===== config.mk =====
export PLATFORM = sky130hd
export DESIGN_NAME = dma_evt_capture
export DESIGN_NICKNAME = d
export VERILOG_FILES = /design/src/rtl/dma_evt_pkg.sv /design/src/rtl/dma_evt_cell.sv /design/src/rtl/dma_evt_bank.sv /design/src/rtl/dma_evt_regif.sv /design/src/rtl/dma_evt_capture.sv
export SDC_FILE = /design/constraint.sdc
export NUM_CORES = 1
export LEC_CHECK = 0
export BUFFER_PORTS_ARGS = -buffer_cell sky130_fd_sc_hd__buf_2
export CAP_MARGIN = 20
export CORE_MARGIN = 4
export CORE_UTILIZATION = 47
export CTS_BUF_LIST = sky130_fd_sc_hd__clkbuf_16
export DETAILED_ROUTE_END_ITERATION = 12
export MAX_ROUTING_LAYER = met4
export PLACE_DENSITY = 0.8
export SETUP_SLACK_MARGIN = 0.02
export SKIP_LAST_GASP = 1
export SLEW_MARGIN = 5
export SYNTH_ARGS = -nofsm -noshare
export SYNTH_HDL_FRONTEND = slang
export SYNTH_SLANG_ARGS = --single-unit

===== constraint.sdc =====
create_clock -name clk -period 1.5 [get_ports clk]
set_input_delay 0.225 -clock clk [delete_from_list [all_inputs] [get_ports clk]]
set_output_delay 0.225 -clock clk [all_outputs]
set_load 0.01 [all_outputs]

===== src/rtl/dma_evt_pkg.sv =====
package dma_evt_pkg;

  // Register groups; the word address is group * words_per_group + half.
  typedef enum logic [2:0] {
    GRP_EVT  = 3'd0,
    GRP_ENA  = 3'd1,
    GRP_ECLR = 3'd2,
    GRP_MISS = 3'd3,
    GRP_MCLR = 3'd4
  } reg_grp_e;

  function automatic int word_index(reg_grp_e g, int half, int halves);
    return int'(g) * halves + half;
  endfunction

  // Event bit update: a set overrides any clear.
  function automatic logic evt_next(logic cur, logic set, logic clr);
    return set ? 1'b1 : (clr ? 1'b0 : cur);
  endfunction

  // A lost event needs an enabled channel whose event bit is already set.
  function automatic logic lost_event(logic set, logic cur, logic ena);
    return set & cur & ena;
  endfunction

  // Miss bit update: recording a loss overrides a clear.
  function automatic logic miss_next(logic cur, logic lost, logic clr);
    return lost ? 1'b1 : (clr ? 1'b0 : cur);
  endfunction

endpackage


===== src/rtl/dma_evt_cell.sv =====
module dma_evt_cell
  import dma_evt_pkg::*;
(
  input  logic clk,
  input  logic rst,
  input  logic ev_in,
  input  logic svc_clr,
  input  logic sw_clr,
  input  logic ena_we,
  input  logic ena_wd,
  input  logic miss_clr,
  output logic evt_q,
  output logic ena_q,
  output logic miss_q,
  output logic miss_hit
);

  logic any_clr;
  logic evt_d;
  logic miss_d;
  logic ena_d;

  assign any_clr  = svc_clr | sw_clr;
  assign miss_hit = lost_event(ev_in, evt_q, ena_q);
  assign evt_d    = evt_next(evt_q, ev_in, any_clr);
  assign miss_d   = miss_next(miss_q, miss_hit, miss_clr);
  assign ena_d    = ena_we ? ena_wd : ena_q;

  always_ff @(posedge clk) begin
    if (rst) begin
      evt_q  <= 1'b0;
      ena_q  <= 1'b0;
      miss_q <= 1'b0;
    end else begin
      evt_q  <= evt_d;
      ena_q  <= ena_d;
      miss_q <= miss_d;
    end
  end

endmodule


===== src/rtl/dma_evt_bank.sv =====
module dma_evt_bank #(
  parameter int NUM_CH = 64
) (
  input  logic              clk,
  input  logic              rst,
  input  logic [NUM_CH-1:0] ev_in,
  input  logic [NUM_CH-1:0] svc_clr,
  input  logic [NUM_CH-1:0] sw_clr,
  input  logic [NUM_CH-1:0] ena_we,
  input  logic [NUM_CH-1:0] ena_wd,
  input  logic [NUM_CH-1:0] miss_clr,
  output logic [NUM_CH-1:0] evt_q,
  output logic [NUM_CH-1:0] ena_q,
  output logic [NUM_CH-1:0] miss_q,
  output logic [NUM_CH-1:0] miss_hit,
  output logic [NUM_CH-1:0] pend,
  output logic              active
);

  for (genvar c = 0; c < NUM_CH; c++) begin : g_ch
    dma_evt_cell u_cell (
      .clk      (clk),
      .rst      (rst),
      .ev_in    (ev_in[c]),
      .svc_clr  (svc_clr[c]),
      .sw_clr   (sw_clr[c]),
      .ena_we   (ena_we[c]),
      .ena_wd   (ena_wd[c]),
      .miss_clr (miss_clr[c]),
      .evt_q    (evt_q[c]),
      .ena_q    (ena_q[c]),
      .miss_q   (miss_q[c]),
      .miss_hit (miss_hit[c])
    );
  end

  assign pend   = evt_q & ena_q;
  assign active = |pend;

endmodule


===== src/rtl/dma_evt_regif.sv =====
module dma_evt_regif
  import dma_evt_pkg::*;
#(
  parameter int NUM_CH = 64,
  parameter int WORD_W = 32,
  parameter int ADDR_W = 4
) (
  input  logic              wr,
  input  logic [ADDR_W-1:0] addr,
  input  logic [WORD_W-1:0] wdata,
  output logic [WORD_W-1:0] rdata,
  input  logic [NUM_CH-1:0] evt_q,
  input  logic [NUM_CH-1:0] ena_q,
  input  logic [NUM_CH-1:0] miss_q,
  output logic [NUM_CH-1:0] ena_we,
  output logic [NUM_CH-1:0] ena_wd,
  output logic [NUM_CH-1:0] sw_clr,
  output logic [NUM_CH-1:0] miss_clr
);

  localparam int HALVES = NUM_CH / WORD_W;

  function automatic logic [ADDR_W-1:0] adr(reg_grp_e g, int half);
    return ADDR_W'(word_index(g, half, HALVES));
  endfunction

  for (genvar h = 0; h < HALVES; h++) begin : g_half
    logic hit_ena, hit_eclr, hit_mclr;
    assign hit_ena  = wr && (addr == adr(GRP_ENA, h));
    assign hit_eclr = wr && (addr == adr(GRP_ECLR, h));
    assign hit_mclr = wr && (addr == adr(GRP_MCLR, h));

    assign ena_we  [h*WORD_W +: WORD_W] = {WORD_W{hit_ena}};
    assign ena_wd  [h*WORD_W +: WORD_W] = wdata;
    assign sw_clr  [h*WORD_W +: WORD_W] = hit_eclr ? wdata : '0;
    assign miss_clr[h*WORD_W +: WORD_W] = hit_mclr ? wdata : '0;
  end

  always_comb begin
    rdata = '0;
    for (int h = 0; h < HALVES; h++) begin
      if (addr == adr(GRP_EVT, h))  rdata = evt_q [h*WORD_W +: WORD_W];
      if (addr == adr(GRP_ENA, h))  rdata = ena_q [h*WORD_W +: WORD_W];
      if (addr == adr(GRP_MISS, h)) rdata = miss_q[h*WORD_W +: WORD_W];
    end
  end

endmodule


===== src/rtl/dma_evt_capture.sv =====
module dma_evt_capture #(
  parameter int NUM_CH = 64,
  parameter int WORD_W = 32,
  parameter int ADDR_W = 4
) (
  input  logic              clk,
  input  logic              rst,
  input  logic [NUM_CH-1:0] ext_evt,
  input  logic [NUM_CH-1:0] svc_clr,
  input  logic              reg_wr,
  input  logic [ADDR_W-1:0] reg_addr,
  input  logic [WORD_W-1:0] reg_wdata,
  output logic [WORD_W-1:0] reg_rdata,
  output logic [NUM_CH-1:0] pend_evt,
  output logic              evt_active
);

  // Named internal state and strobes, brought out for the checker.
  logic [NUM_CH-1:0] evt_vec;
  logic [NUM_CH-1:0] ena_vec;
  logic [NUM_CH-1:0] miss_vec;
  logic [NUM_CH-1:0] miss_hit_vec;
  logic [NUM_CH-1:0] ena_we_vec;
  logic [NUM_CH-1:0] ena_wd_vec;
  logic [NUM_CH-1:0] sw_clr_vec;
  logic [NUM_CH-1:0] miss_clr_vec;

  dma_evt_regif #(
    .NUM_CH (NUM_CH),
    .WORD_W (WORD_W),
    .ADDR_W (ADDR_W)
  ) u_regif (
    .wr       (reg_wr),
    .addr     (reg_addr),
    .wdata    (reg_wdata),
    .rdata    (reg_rdata),
    .evt_q    (evt_vec),
    .ena_q    (ena_vec),
    .miss_q   (miss_vec),
    .ena_we   (ena_we_vec),
    .ena_wd   (ena_wd_vec),
    .sw_clr   (sw_clr_vec),
    .miss_clr (miss_clr_vec)
  );

  dma_evt_bank #(
    .NUM_CH (NUM_CH)
  ) u_bank (
    .clk      (clk),
    .rst      (rst),
    .ev_in    (ext_evt),
    .svc_clr  (svc_clr),
    .sw_clr   (sw_clr_vec),
    .ena_we   (ena_we_vec),
    .ena_wd   (ena_wd_vec),
    .miss_clr (miss_clr_vec),
    .evt_q    (evt_vec),
    .ena_q    (ena_vec),
    .miss_q   (miss_vec),
    .miss_hit (miss_hit_vec),
    .pend     (pend_evt),
    .active   (evt_active)
  );

endmodule


Word level (Yosys, flattened, before mapping)
Index checks and enable logic that the tools add are counted.
W data, S select, Z words.
- latch bits: 0
- ROM bits: 0
- bits in writable memories: 0
- logic and storage cells: 796
- memories kept: 0
- register bits: 192
- output and inout bits: 97
- bits of input ports: 167
- div/mod/pow operators: 0
- reductions and logical operators: 136
- add/subtract/negate cells: 0
- equality and inequality tests: 9
- multipliers: 0
- multiplexer cells: 266
- bitwise gates (word level): 193
- $lt $le $gt $ge: 0
- shift operators: 0
- operator list (kind ; number):
    $mux W32 ; 10
    $mux W1 ; 256
    $reduce_bool A2 Y1 ; 128
    $and A1 B1 Y1 ; 128
    $and A64 B64 Y64 ; 1
    $or A1 B1 Y1 ; 64
    $reduce_or A64 Y1 ; 1
    $eq A4 B3 Y1 const B ; 4
    $eq A4 B2 Y1 const B ; 2
    $eq A4 B4 Y1 const B ; 2
    $logic_and A1 B1 Y1 ; 6
    $eq A4 B1 Y1 const B ; 1
    $logic_not A4 Y1 ; 1

Depth between registers and ports, before layout
- depth in word-level cells: 7
- mapped depth: 8
- mapped depth without buffers: 4

Hierarchy
A second synthesis with hierarchy kept.
- cell total of the unflattened synthesis: 1367
- area total of the unflattened synthesis: 11118.2 um^2
- modules (own cells, without submodules) (module ; sequential area each (um^2) ; instances ; cells an instance ; area each (um^2)):
    dma_evt_cell ; 60.1 ; 64 ; 12 ; 111.4
    dma_evt_regif ; 0.0 ; 1 ; 508 ; 3392.0
    dma_evt_bank ; 0.0 ; 1 ; 91 ; 599.3

Worst setup path before layout
Ideal clock, no wire load.
- kind: flip-flop to output port
- start point: register u_bank.g_ch[41].u_cell.evt_q
- end point: output evt_active
- required time: 1275 ps
- buffers on the path: 0
- slack: -168 ps
- stages on the path, launching flop included: 5
- arrival time: 1443 ps
- cell sequence: dfxtp_1 and2_1 or4_1 nor4_1 nand4_1
- cells in the longest elaborated chain, start to end: 2
- RTL lines (item ; line ; RTL):
    start, declared ; dma_evt_cell.sv:12 ; output logic evt_q,
    start signal, assigned ; dma_evt_cell.sv:35 ; evt_q <= evt_d;
    $and A64 B64 Y64 ; dma_evt_bank.sv:37 ; assign pend = evt_q & ena_q;
    named net pend_evt[41] ; dma_evt_capture.sv:14 ; output logic [NUM_CH-1:0] pend_evt,
    $reduce_or A64 Y1 ; dma_evt_bank.sv:38 ; assign active = |pend;
    end, declared ; dma_evt_capture.sv:15 ; output logic evt_active
The timed path passes the listed nets, and every way through them passes these cells.

Worst setup path after layout
- start point: register u_bank.g_ch[51].u_cell.evt_q
- end point: output evt_active
- cells in the longest elaborated chain, start to end: 2
- RTL lines (item ; line):
    start, declared ; dma_evt_cell.sv:12
    start signal, assigned ; dma_evt_cell.sv:35
    $and A64 B64 Y64 ; dma_evt_bank.sv:37
    $reduce_or A64 Y1 ; dma_evt_bank.sv:38
Every way passes these cells.

==> impl_metrics.toml <==
[detailed_routing]
viasPerCell = 6.217
drt_iter0_drc = 1575
route.detailed.drc = 0
drt-total-wl_um = 42780
dr.pass1.iters = 6
wl_per_cell_um = 22.16
vias = 12000
ant_nets = 0

[synthesis]
ys_types = 35
synthXorXnorAreaFrac_pct = 0
yosysSeqAreaShare_pct = 42.37
synthSimpleGateAreaFrac_pct = 20.43
synth_compound_area_share_pct = 27.32
synthesis.nets = 1357
synth_seq_cells = 192
yosys-top-cells-area = "dfxtp_1 (42%), a21oi_1 (8.8%), nand2_1 (6.9%)"
synthAdderAreaFrac_pct = 0
synth_mux_area_share_pct = 0.1103
synth_top_flop_cell = "dfxtp_1"
synth_top_family_by_area = "compound AO/OA/AOI/OAI gates"
synthCells = 1190
synthArstFlopShare_pct = 0
synth_warnings = 0
synth.top_cell.area_share_pct = 42.37
synth_top_area_cell = "dfxtp_1"
syn_area_sq_um = 9071
synth_edf_count = 0
syn_avg_cell_area_sq_um = 7.623

[floorplan]
std_cell_rows = 50
die_w_um = 146.9
ios = 264
die_y_um = 146.9
die_area_sq_um = 21590
core_sq_um = 18830
initial_core_util_pct = 48.17

[sta]
tightest_slew_ns = 0.4064
relSlewSlack_pct = 72.90
drv_slew = 0
finalCritPeriodShare_pct = 170.2
setup_ws_ns = -1.053
fmax_ghz = 0.3917
hold_viol = 0
min_period_ns = 2.553
worst_clock_skew_ns = 0.009669
rsz0062_at_grt = "yes"
setup_viol = 33

[finish]
syn2layout_area_growth_pct = 59.08
layout_common_cells = "buf_2 (257), buf_4 (213), dfxtp_1 (178), nand2_1 (165), a21oi_1 (135)"
fillerInstances = 1165
final_common_cell = "buf_2"
fin_util_pct = 76.63
nNetsFinal = 1821
final_layout_size_suffix_gt1_share_pct = 42.68

[setup_path]
reg2reg_depth = 4
rr_endpoint = "u_bank.g_ch[5].u_cell.evt_q"
crit_path_end_kind = "output pin"
cp_common_cell = "buf_4"
cpLargestDelayFamily = "simple AND/OR/NAND/NOR gates"
start_kind = "register"
crit_fanout = 2
slowest_delay_ns = 0.56
worstPathArrival_ns = 2.33
cp_slowest_cell = "or4_4"
cp.required_ns = 1.27
rrSetupSlack_ns = 0.41
path_class = "reg -> out"
rr_startpoint = "u_bank.g_ch[5].u_cell.evt_q"
critPathBufInv = 2
path_cells = "and2_4, or4_4, nor4_4, buf_4, nand4_1, buf_4"

[power_and_ir_drop]
powerDensity_nw_per_um2 = 806.5
p_leak_nw = 6.486
finalPower_w = 0.01164
irDropWorstVdd_v = 0.0007383

[global_route]
grt_usage_pct = 36.98
grt_max_degree = 44
grt_first_pass_wirelength_um = 61670
first_global_vias = 11570
grt-ovfl-total = 0
antenna_found_initial = 4

[clock_network]
cts_sinks = 192
numCtsBuffers = 17
cts_hold_buf = 0
clkTransAtPathRegs_ns = 0.07
cts.htree.levels = 4
cts_tree = "yes"
cts-root-buf = "clkbuf_16"
clockBufferDepth = 2
insertion_delay_ns = 0.43

[status]
violations = "setup timing"
outcome = "complete, but fails checks"

[min_path]
min_path_cells = 3
hold_class = "in -> reg"
hold_start = "ext_evt[56]"
hold_end = "u_bank.g_ch[56].u_cell.evt_q"

[placed_design]
dp_hpwl_um = 27310
globalplace.congestion = 0.9750
port_buffers = 263

[run]
maxCapViolations = 0
## Yosys cell counts, types with 2 or more instances
cell type and instances:
a211o_1 32, a21oi_1 159, a221oi_1 31, a22oi_1 75, a31oi_1 32, and2_1 66
buf_1 7, buf_2 26, buf_4 2, buf_6 7, clkbuf_1 40, dfxtp_1 192
inv_1 128, nand2_1 166, nand3_1 65, nand4_1 4, nor2_1 67, nor4_1 3
nor4bb_1 2, o21ai_0 21, o21ai_1 12, o22ai_1 31, or4_1 10
## worst register-to-register path, cell delays in order, from the launching register on
cell     delay, ns
dfxtp_1       0.36
buf_4         0.15
inv_1         0.05
a211o_1       0.25
a21oi_1       0.20
## through the flow
stage          TNS, ns  cells  setup WS, ns  hold slack [ns]  instance area, sq um
2_1_floorplan  -0.1586   1190       -0.1339           0.3427                  9283
3_3_place_gp    -43.12   1864       -0.7663           0.4496                 12470
3_5_place_dp    -49.60   1864       -0.6874           0.4564                 12470
4_1_cts         -8.423   1921        -1.005         0.007077                 13970
5_1_grt         -9.615   1930        -1.083          0.01525                 14430
6_report        -8.190   1930        -1.053          0.01490                 14430
## per-layer routing
| layer | track usage, % | part of all wire [%] | vias up |
|---|---|---|---|
| li1 | - | - | 5087 |
| met1 | 41.81 | 34 | 5508 |
| met2 | 60.45 | 45 | 1104 |
| met3 | 8.791 | 13 | 300 |
| met4 | 20.46 | 7.6 | 0 |
| met5 | - | 0 | - |
## power breakdown
group / internal, W / total [W] / leakage, nW / switching (W)
Sequential: 0.00524 / 0.00534 / 1.57 / 0.0000971
Combinational: 0.000859 / 0.00187 / 4.65 / 0.00101
Clock: 0.00241 / 0.00443 / 0.267 / 0.00202
Total: 0.00851 / 0.0116 / 6.49 / 0.00313
## layout make-up
cell class / count / area, sq um / area share, %
inverter: 128 / 480.5 / 3.330
clock buffer: 17 / 425.4 / 2.948
timing repair buffer: 528 / 3918 / 27.15
tap: 260 / 325.3 / 2.254
multi-input combinational: 787 / 5283 / 36.61
antenna: 4 / 10.01 / 0.06937
clock inverter: 14 / 127.6 / 0.8844
sequential: 192 / 3861 / 26.76
## how the worst max path moves through the flow
stage                                  from         end  depth (start not counted)
2_1_floorplan   u_bank.g_ch[0].u_cell.ena_q  evt_active                          4
3_3_place_gp   u_bank.g_ch[46].u_cell.ena_q  evt_active                          6
3_5_place_dp   u_bank.g_ch[46].u_cell.ena_q  evt_active                          6
4_1_cts        u_bank.g_ch[41].u_cell.evt_q  evt_active                          6
5_1_grt        u_bank.g_ch[51].u_cell.evt_q  evt_active                          6
6_report       u_bank.g_ch[51].u_cell.evt_q  evt_active                          6
## kinds of logic (layout without fill, tap and decap cells)
family / count (synthesis) / count (layout)
DFF: 192 / 192
buffers and inverters: 211 / 687
AOI/OAI and AO/OA: 394 / 394
muxes: 1 / 1
and+or+nand+nor: 392 / 392
other: 0 / 4
## state kept, by name, indices dropped and copies added, names as in the netlist
register and count:
u_bank.g_ch.u_cell.ena_q 64, u_bank.g_ch.u_cell.miss_q 64, u_bank.g_ch.u_cell.evt_q 64
## what timing repair did
action	in CTS	in global routing
pin swaps	66	51
hold endpoints to repair	0	0
buffers inserted	21	9
endpoints found under the setup margin	37	54
resized for setup	127	88
gates cloned	8	4
Note: power is estimated with default switching activity, not from simulation.
